$ cat config.mk
export PLATFORM = sky130hd
export DESIGN_NAME = otp_secreg
export DESIGN_NICKNAME = d
export VERILOG_FILES = /design/src/rtl/otp_pkg.sv /design/src/rtl/otp_ctrl.sv /design/src/rtl/otp_datapath.sv /design/src/rtl/otp_secreg.sv
export SDC_FILE = /design/constraint.sdc
export NUM_CORES = 1
export LEC_CHECK = 0
export ABC_AREA = 1
export BUFFER_PORTS_ARGS = -buffer_cell sky130_fd_sc_hd__buf_2
export CORE_MARGIN = 8
export CORE_UTILIZATION = 45
export DETAILED_ROUTE_END_ITERATION = 8
export GPL_TIMING_DRIVEN = 0
export PLACE_DENSITY_LB_ADDON = 0.15
export SLEW_MARGIN = 20
export SYNTH_ARGS = -nofsm -noshare
export SYNTH_HDL_FRONTEND = slang
export SYNTH_SLANG_ARGS = --single-unit
export TNS_END_PERCENT = 20
$ cat constraint.sdc
create_clock -name clk -period 3.8 [get_ports clk]
set_clock_uncertainty 0.15 [all_clocks]
set_input_delay 0.19 -clock clk [delete_from_list [all_inputs] [get_ports clk]]
set_output_delay 0.19 -clock clk [all_outputs]
set_load 0.03 [all_outputs]
$ cat src/rtl/otp_pkg.sv
package otp_pkg;
  localparam int USER_BYTES  = 64;
  localparam int TOTAL_BYTES = 2 * USER_BYTES;
  localparam int IDX_W       = $clog2(USER_BYTES);
  localparam int ADDR_W      = $clog2(TOTAL_BYTES);
  localparam int ID_MULT     = 37;
  localparam logic [7:0] ID_MASK    = 8'h5A;
  localparam logic [7:0] BLANK_BYTE = 8'hFF;

  // strobes from control to datapath
  typedef struct packed {
    logic             copyEn;
    logic [IDX_W-1:0] idx;
  } otpStrobe_t;

  function automatic logic [7:0] factoryByte(input int unsigned i, input logic [7:0] seed);
    logic [31:0] sum;
    sum = i * ID_MULT + 32'(seed);
    return sum[7:0] ^ ID_MASK;
  endfunction
endpackage

$ cat src/rtl/otp_ctrl.sv
module otp_ctrl
  import otp_pkg::*;
(
  input  logic       clk,
  input  logic       rstN,
  input  logic       progReq,
  output otpStrobe_t strb,
  output logic       busy,
  output logic       programmed
);
  localparam logic [IDX_W-1:0] LAST_IDX = IDX_W'(USER_BYTES - 1);

  typedef enum logic {ST_IDLE, ST_COPY} ctrlState_t;
  ctrlState_t       state;
  logic [IDX_W-1:0] copyIdx;

  always_ff @(posedge clk or negedge rstN) begin
    if (!rstN) begin
      state      <= ST_IDLE;
      copyIdx    <= '0;
      programmed <= 1'b0;
    end else begin
      unique case (state)
        ST_IDLE: begin
          copyIdx <= '0;
          if (progReq && !programmed) state <= ST_COPY;
        end
        ST_COPY: begin
          copyIdx <= copyIdx + 1'b1;
          if (copyIdx == LAST_IDX) begin
            state      <= ST_IDLE;
            programmed <= 1'b1;
          end
        end
        default: state <= ST_IDLE;
      endcase
    end
  end

  always_comb begin
    busy        = (state == ST_COPY);
    strb.copyEn = busy;
    strb.idx    = copyIdx;
  end
endmodule

$ cat src/rtl/otp_datapath.sv
module otp_datapath
  import otp_pkg::*;
#(
  parameter logic [7:0] FACTORY_SEED = 8'h6C
) (
  input  logic              clk,
  input  logic              rstN,
  input  otpStrobe_t        strb,
  input  logic [7:0]        bufRdData,
  output logic [IDX_W-1:0]  bufAddr,
  output logic              bufWrEn,
  output logic [7:0]        bufWrData,
  input  logic [ADDR_W-1:0] rdAddr,
  output logic [7:0]        rdData
);
  logic [7:0] userMem [USER_BYTES];
  logic [7:0] factRom [USER_BYTES];

  for (genvar g = 0; g < USER_BYTES; g++) begin : g_rom
    assign factRom[g] = factoryByte(g, FACTORY_SEED);
  end

  always_ff @(posedge clk or negedge rstN) begin
    if (!rstN) begin
      for (int i = 0; i < USER_BYTES; i++) userMem[i] <= BLANK_BYTE;
    end else if (strb.copyEn) begin
      userMem[strb.idx] <= bufRdData;
    end
  end

  always_ff @(posedge clk or negedge rstN) begin
    if (!rstN) rdData <= '0;
    else if (rdAddr[ADDR_W-1]) rdData <= factRom[rdAddr[IDX_W-1:0]];
    else rdData <= userMem[rdAddr[IDX_W-1:0]];
  end

  always_comb begin
    bufAddr   = strb.idx;
    bufWrEn   = strb.copyEn;
    bufWrData = BLANK_BYTE;
  end
endmodule

$ cat src/rtl/otp_secreg.sv
module otp_secreg
  import otp_pkg::*;
#(
  parameter logic [7:0] FACTORY_SEED = 8'h6C
) (
  input  logic       clk,
  input  logic       rstN,
  input  logic       progReq,
  output logic [5:0] bufAddr,
  input  logic [7:0] bufRdData,
  output logic       bufWrEn,
  output logic [7:0] bufWrData,
  input  logic [6:0] rdAddr,
  output logic [7:0] rdData,
  output logic       busy,
  output logic       programmed
);
  otpStrobe_t strb;

  otp_ctrl u_ctrl (
    .clk(clk), .rstN(rstN), .progReq(progReq),
    .strb(strb), .busy(busy), .programmed(programmed)
  );

  otp_datapath #(.FACTORY_SEED(FACTORY_SEED)) u_dp (
    .clk(clk), .rstN(rstN), .strb(strb), .bufRdData(bufRdData),
    .bufAddr(bufAddr), .bufWrEn(bufWrEn), .bufWrData(bufWrData),
    .rdAddr(rdAddr), .rdData(rdData)
  );
endmodule

Yosys cells after proc, flatten, opt, wreduce, memory -nomap -nowiden
Memories as Yosys holds them, arrays and structs flattened.
Cells that the tools add are included.
- flip-flop bits (word level): 528
- bits in read-only memories: 512
- word-level logic and storage cells: 94
- bits of input ports: 18
- memories: 1
- bitwise operators: 3
- reductions and logical operators: 4
- add/subtract/negate cells: 1
- multiplexer cells: 13
- $lt $le $gt $ge: 3
- equality and inequality tests: 1
- memory list (name ; depth ; width ; rd ports ; clocked after memory_dff ; write ports ; RTL line ; text):
    (name not given) ; 64 ; 8 ; 1 ; 0 ; 0 ; otp_datapath.sv:33 ; else if (rdAddr[ADDR_W-1]) rdData <= factRom[rdAddr[IDX_W-1:0]];
- operators by type and width (operator ; number):
    bitwise mux 512 bit ; 1
    binary-select mux 8 bit (select 6 bit) ; 1
    demux 8 bit (select 6 bit) ; 1
    two-way mux 8 bit ; 6
    greater-or-equal comparator 7 bit (second input constant) ; 2
    inverter 6 -> 7 bit ; 2
    case mux 6 bit (2 select lines) ; 1
    less-than comparator 7 x 1 -> 1 bit (second input constant) ; 1
    adder 6 x 1 -> 6 bit (second input constant) ; 1
    == test 6 bit (second input constant) ; 1
    logical AND 1 bit ; 2
    two-way mux 1 bit ; 2
    case mux 1 bit (2 select lines) ; 1
    AND reduction 2 bit ; 1
    zero test 1 bit ; 1
    inverter 1 bit ; 1

Depth between registers and ports, before layout
- depth in word-level cells: 6
- depth in mapped cells: 14
- mapped depth without buffers: 11

Hierarchy
From an unflattened synthesis, not the netlist that was laid out.
- cells, all modules: 3477
- area total of the unflattened synthesis: 26659.3 µm²
- modules (own cells, without submodules) (module ; cells an instance ; sequential area each (µm²) ; area an instance (µm²) ; times used):
    otp_datapath ; 3436 ; 13653.1 ; 26302.7 ; 1
    otp_ctrl ; 41 ; 200.2 ; 356.6 ; 1

Worst setup path after synthesis
No wires, ideal clock.
- kind: input-to-reg
- start: in rdAddr[0]
- end: reg u_dp.rdData[5]
- required time: 3.585 ns
- cell stages on the path: 14
- arrival time: 1.865 ns
- setup slack: 1.720 ns
- path through: buf_2 -> inv_2 -> buf_2 -> clkbuf_1 -> ha_1 -> nor2_1 -> nor2_1 -> nand2_1 -> o211ai_1 -> o21ai_0 -> nand2_1 -> o21ai_0 -> nand2_1 -> nand2_1
- longest elaborated chain between the ends: 5
- RTL lines (item ; RTL line ; text):
    from (decl) ; otp_secreg.sv:13 ; input logic [6:0] rdAddr,
    inverter 6 -> 7 bit (not written as such) (*) ; otp_datapath.sv:33, otp_datapath.sv:34 ;
    memory read (64 x 8 bit) or binary-select mux 8 bit (select 6 bit) (tied branches) ; -- ;
    two-way mux 8 bit, on equally long branches (2 in a row) ; otp_datapath.sv:33, otp_datapath.sv:34 ;
    two-way mux 8 bit (*) ; otp_datapath.sv:33 ;
    to (signal assigned) ; otp_datapath.sv:33 ;
    to (signal assigned) ; otp_datapath.sv:34 ; else rdData <= userMem[rdAddr[IDX_W-1:0]];
    to (decl) ; otp_datapath.sv:14 ; output logic [7:0] rdData
Mark *: on every way between the ends. The rest lies on a longest branch, timed or not. The select of a mux whose other input is x is not followed.
A chain may end at the register's enable or synchronous reset.

Final worst setup path
- start: in rdAddr[2]
- end: reg u_dp.rdData[5]
The elaborated chain is that of the path after synthesis.

==> summary.md <==
Setup repair after global routing left no endpoint under its margin. 43 I/O pins were placed. The placed instances occupy a cell area of 0.0281 mm^2.

STA classifies the critical path endpoint as a flop. After the first detailed-routing iteration, the DRC count stood at 3,381. Summing the areas of all xor and xnor instances in the mapped netlist gives 0% of the synthesized area.

Combinational logic burns 11.7% of the power. The tools report the clock sink total as 528. In the synthesized netlist the dominant register cell turns out to be dfstp_2. Across all layers, the routed design uses 25,148 vias.

For the data required time at the worst endpoint, the log shows 4.18 ns. STA classifies the critical path startpoint as an input port. Yosys mapped a number of flops with a built-in enable equal to 0. The post-route netlist has 22.6% of its cells at a drive strength greater than 1.

The total detailed-routing wirelength came out at 119 mm. The number of CTS-inserted buffers was 59. At the end of routability-driven placement, the weighted congestion stood at 1.01.

The flow ran to the end, and the final reports show no timing, DRC or antenna violations. Wire length of the first global-routing pass: 169 mm. The area growth from synthesis to layout is 13.0%.

Sequential cells burn 44.5% of the power. The pre-antenna-repair detailed-routing pass consisted of 6 iterations. The Yosys step of the flow raised 0 warnings.

The analysis attributes to cell leakage a power of 0.0154 uW. Port buffering added 30 buffers. The post-synthesis share of cell area spent on full adders, half adders and majority gates was 0.421%; the number of standard-cell rows in the floorplan was 89. The count of nets left with antenna violations once routing finished came out at 0. Gates resized during post-CTS repair numbered 0. The count of unresolved DRC violations after routing was 0; the placed wire-length estimate after detailed placement was 80.7 mm.

The initial antenna violation count is 6, and the critical path buffer and inverter count is 4. The mapped netlist covers 0.0267 mm^2. TritonCTS built the clock tree. Total number of nets in the final design: 3,624. The number of library cell types mapped by synthesis is 34, and the initial core utilization is 45.4%. For the hold violation total from the final report, the log shows 0. Once the clock tree was built, the setup fixing pass inserted 0 buffers.

At the pin with the least slew margin, the transition time is 1.30 ns. For this design the total switching power over the nets is 3870 uW. Hold slack: 0.0831 ns. On the critical path, the stage with the largest delay is an instance of buf_2.

The die is 260 um tall. Synthesis produced 3,479 cells. The share of synthesized registers carrying an async set or reset is 100%. The synthesized area per cell works out to 7.69 um^2. The critical path class was in2reg. Compound-cell area share of the yosys netlist: 11.2%. Walking the worst path, the cells encountered are dlygate4sd3_1 -> buf_2 -> inv_2 -> nor2_2 -> buf_2 -> nand3_1 -> nand2_1 -> nor2_1 -> nand2_1 -> nand3_1 -> nand3_1 -> nand3_1 -> nand2_1. Of the post-synthesis cell area, the part taken by muxes is 0%. The internal power consumption is 9920 uW, and the part of the cycle the worst path needs is 83.1%. The maximum net fanout on the critical path is 10, and the final routed wire length divided by cell count is 27.0 um. The number of levels the H-tree was split into was 2.

Broken down by cell family, the worst path's largest delay share belongs to simple AND/OR/NAND/NOR gates. In this design, the stage delay of the slowest critical-path cell is 0.65 ns. The worst-case clock buffer depth was 3. For this run the aggregate overflow at the end of global routing stands at 0. The min-delay analysis places its worst path in the category in2reg. For the arrival time reported for the critical path endpoint, the log shows 3.54 ns. Net switching is 28.1% of the power.

The ratio of total power to cell area was 456 mW/mm^2; the final setup violation count was 0. The latest clock arrival within the worst-skew pair was 0.65 ns; the placeable core area was 0.0589 mm^2. Final instance area: 0.0302 mm^2.

The vias per cell came out at 5.69. The worst slew margin relative to its limit was 13.0%. The most numerous cell type found on the critical path is nand3_1.

Time the final worst path needs with I/O delays and setup: 3.16 ns. Via count of the first global-routing pass: 23,249. The combinational family with the most area after synthesis was simple AND/OR/NAND/NOR gates.

The run gives 0 as the max-slew violation count. In this run the clock root is driven by a clkbuf_16. Across the run, the number of max-cap violations was 0. At the end of the flow the core is filled with cells to 51.3%.

The synthesized design contains 528 register bits. Entering global routing, the biggest net connects 94 pins. The synthesized netlist devotes 26.9% of its cell area to simple gates. Clock-pin slew was measured on the worst setup and hold paths at 0.06 ns. The chip width was 260 um.

For the full die area, the log shows 0.0675 mm^2. Summing the sequential cell areas from Yosys gives 51.8% of the chip area. The tools report the global-route total usage across every layer as 34.9%. The maximum clock frequency was 317 MHz; the largest voltage drop on the vdd net was 0.403 mV.

The clock network accounts for 43.8% of the total power.
[flip-flops by register name, summed over array words and instances, names as in the netlist]
signal and flops:
u_dp.rdData 8, u_ctrl.copyIdx 6, u_ctrl.programmed 1, u_dp.userMem 512, u_ctrl.busy 1
[power groups by stage]
stage | logic, uW | registers (uW) | clock network [uW]
after floorplan | 732 | 6200 | 0
after global placement | 1500 | 6200 | 0
after detailed placement | 1530 | 6210 | 0
after CTS | 1550 | 6130 | 6050
after global routing | 1690 | 6160 | 6260
final | 1610 | 6140 | 6040
[synth_stat cells (16+ instances only)]
master    count  share of area, %
nor2_1      232               3.3
nor3_1       33              0.62
buf_6        18              0.76
o21ai_1      53              0.99
clkbuf_1    101               1.4
inv_1       376               5.3
o21ai_0     508               9.5
buf_2        88               1.6
nand2_1    1203                17
dfstp_2     512                50
dfrtp_1      16               1.5
nand3_1     228               4.3
[layout make-up]
cell class                      instances  area [um^2]
Tap cell                              773          967
Clock inverter                         27          305
Buffer                                228         1160
Antenna cell                            1         2.50
Sequential cell                       528        13900
Timing Repair Buffer                   50          467
Multi-Input combinational cell       2344        10300
Fill cell                            5970        28700
Clock buffer                           82         1700
Inverter                              386         1450
[worst reg2reg max path, stage by stage (launching register included)]
cell and delay, ns:
dfrtp_1 0.57, inv_2 0.20, nor3_4 0.91, nand2_1 0.43
clkbuf_1 0.33, o21ai_0 0.23
[layout by cell type, fill, tap and decap left out, types with 6 or more instances in the layout]
cell	count
nand2_1	1203
dfstp_2	512
o21ai_0	508
inv_1	376
nor2_1	232
nand3_1	228
buf_2	117
clkbuf_1	96
clkbuf_16	59
o21ai_1	53
nor3_1	33
buf_6	19
dfrtp_1	16
o211ai_1	14
clkbuf_2	14
clkinv_2	14
clkbuf_8	14
dlygate4sd3_1	13
buf_4	12
nand3b_1	10
buf_1	9
ha_1	9
inv_2	8
nor2_4	8
conb_1	8
nor4_4	6
bufinv_16	6
buf_16	6
[cells by family (layout without fill, tap and decap cells)]
kind of cell,Yosys count,after routing
buffers and inverters,614,773
other,1,9
and+or+nand+nor,1741,1741
AOI/OAI and AO/OA,586,586
adders and majority gates,9,9
DFF,528,528
[worst paths after layout]
| kind | slack [ns] | endpoint | depth (start not counted) | from |
|---|---|---|---|---|
| min in group asynchronous | 0.40 | u_dp.userMem[150] | 2 | rstN |
| max | 0.64 | u_dp.rdData[5] | 13 | rdAddr[2] |
| max in group asynchronous | 1.85 | u_dp.userMem[509] | 5 | rstN |
| min reg2reg | 0.32 | u_dp.userMem[478] | 2 | u_dp.userMem[478] |
| min | 0.08 | u_dp.rdData[5] | 5 | rdAddr[5] |
| max reg2reg | 0.89 | u_dp.userMem[342] | 5 | u_ctrl.copyIdx[0] |
[timing repair]
item	CTS	global route
endpoints found under the hold margin	143	0
hold buffers	13	0
endpoints found under the setup margin	0	0
[routing by layer]
metal | vias up | track usage, % | routed length, um
li1 | 11103 | - | -
met1 | 12117 | 47.9 | 48000
met2 | 1585 | 48.8 | 48300
met3 | 341 | 10.9 | 15600
met4 | 2 | 18.4 | 7350
met5 | - | 0 | 13
[per-stage QoR]
stage | instances | setup slack, ns | TNS, ns | total power (uW)
2_1_floorplan | 3486 | 1.72 | 0 | 6930
3_3_place_gp | 4289 | -8.54 | -2686.52 | 7700
3_5_place_dp | 4296 | 0.487 | 0 | 7750
4_1_cts | 4418 | 0.885 | 0 | 13700
5_1_grt | 4418 | 0.705 | 0 | 14100
6_report | 4419 | 0.642 | 0 | 13800
Power figures use the tool's default switching activity.
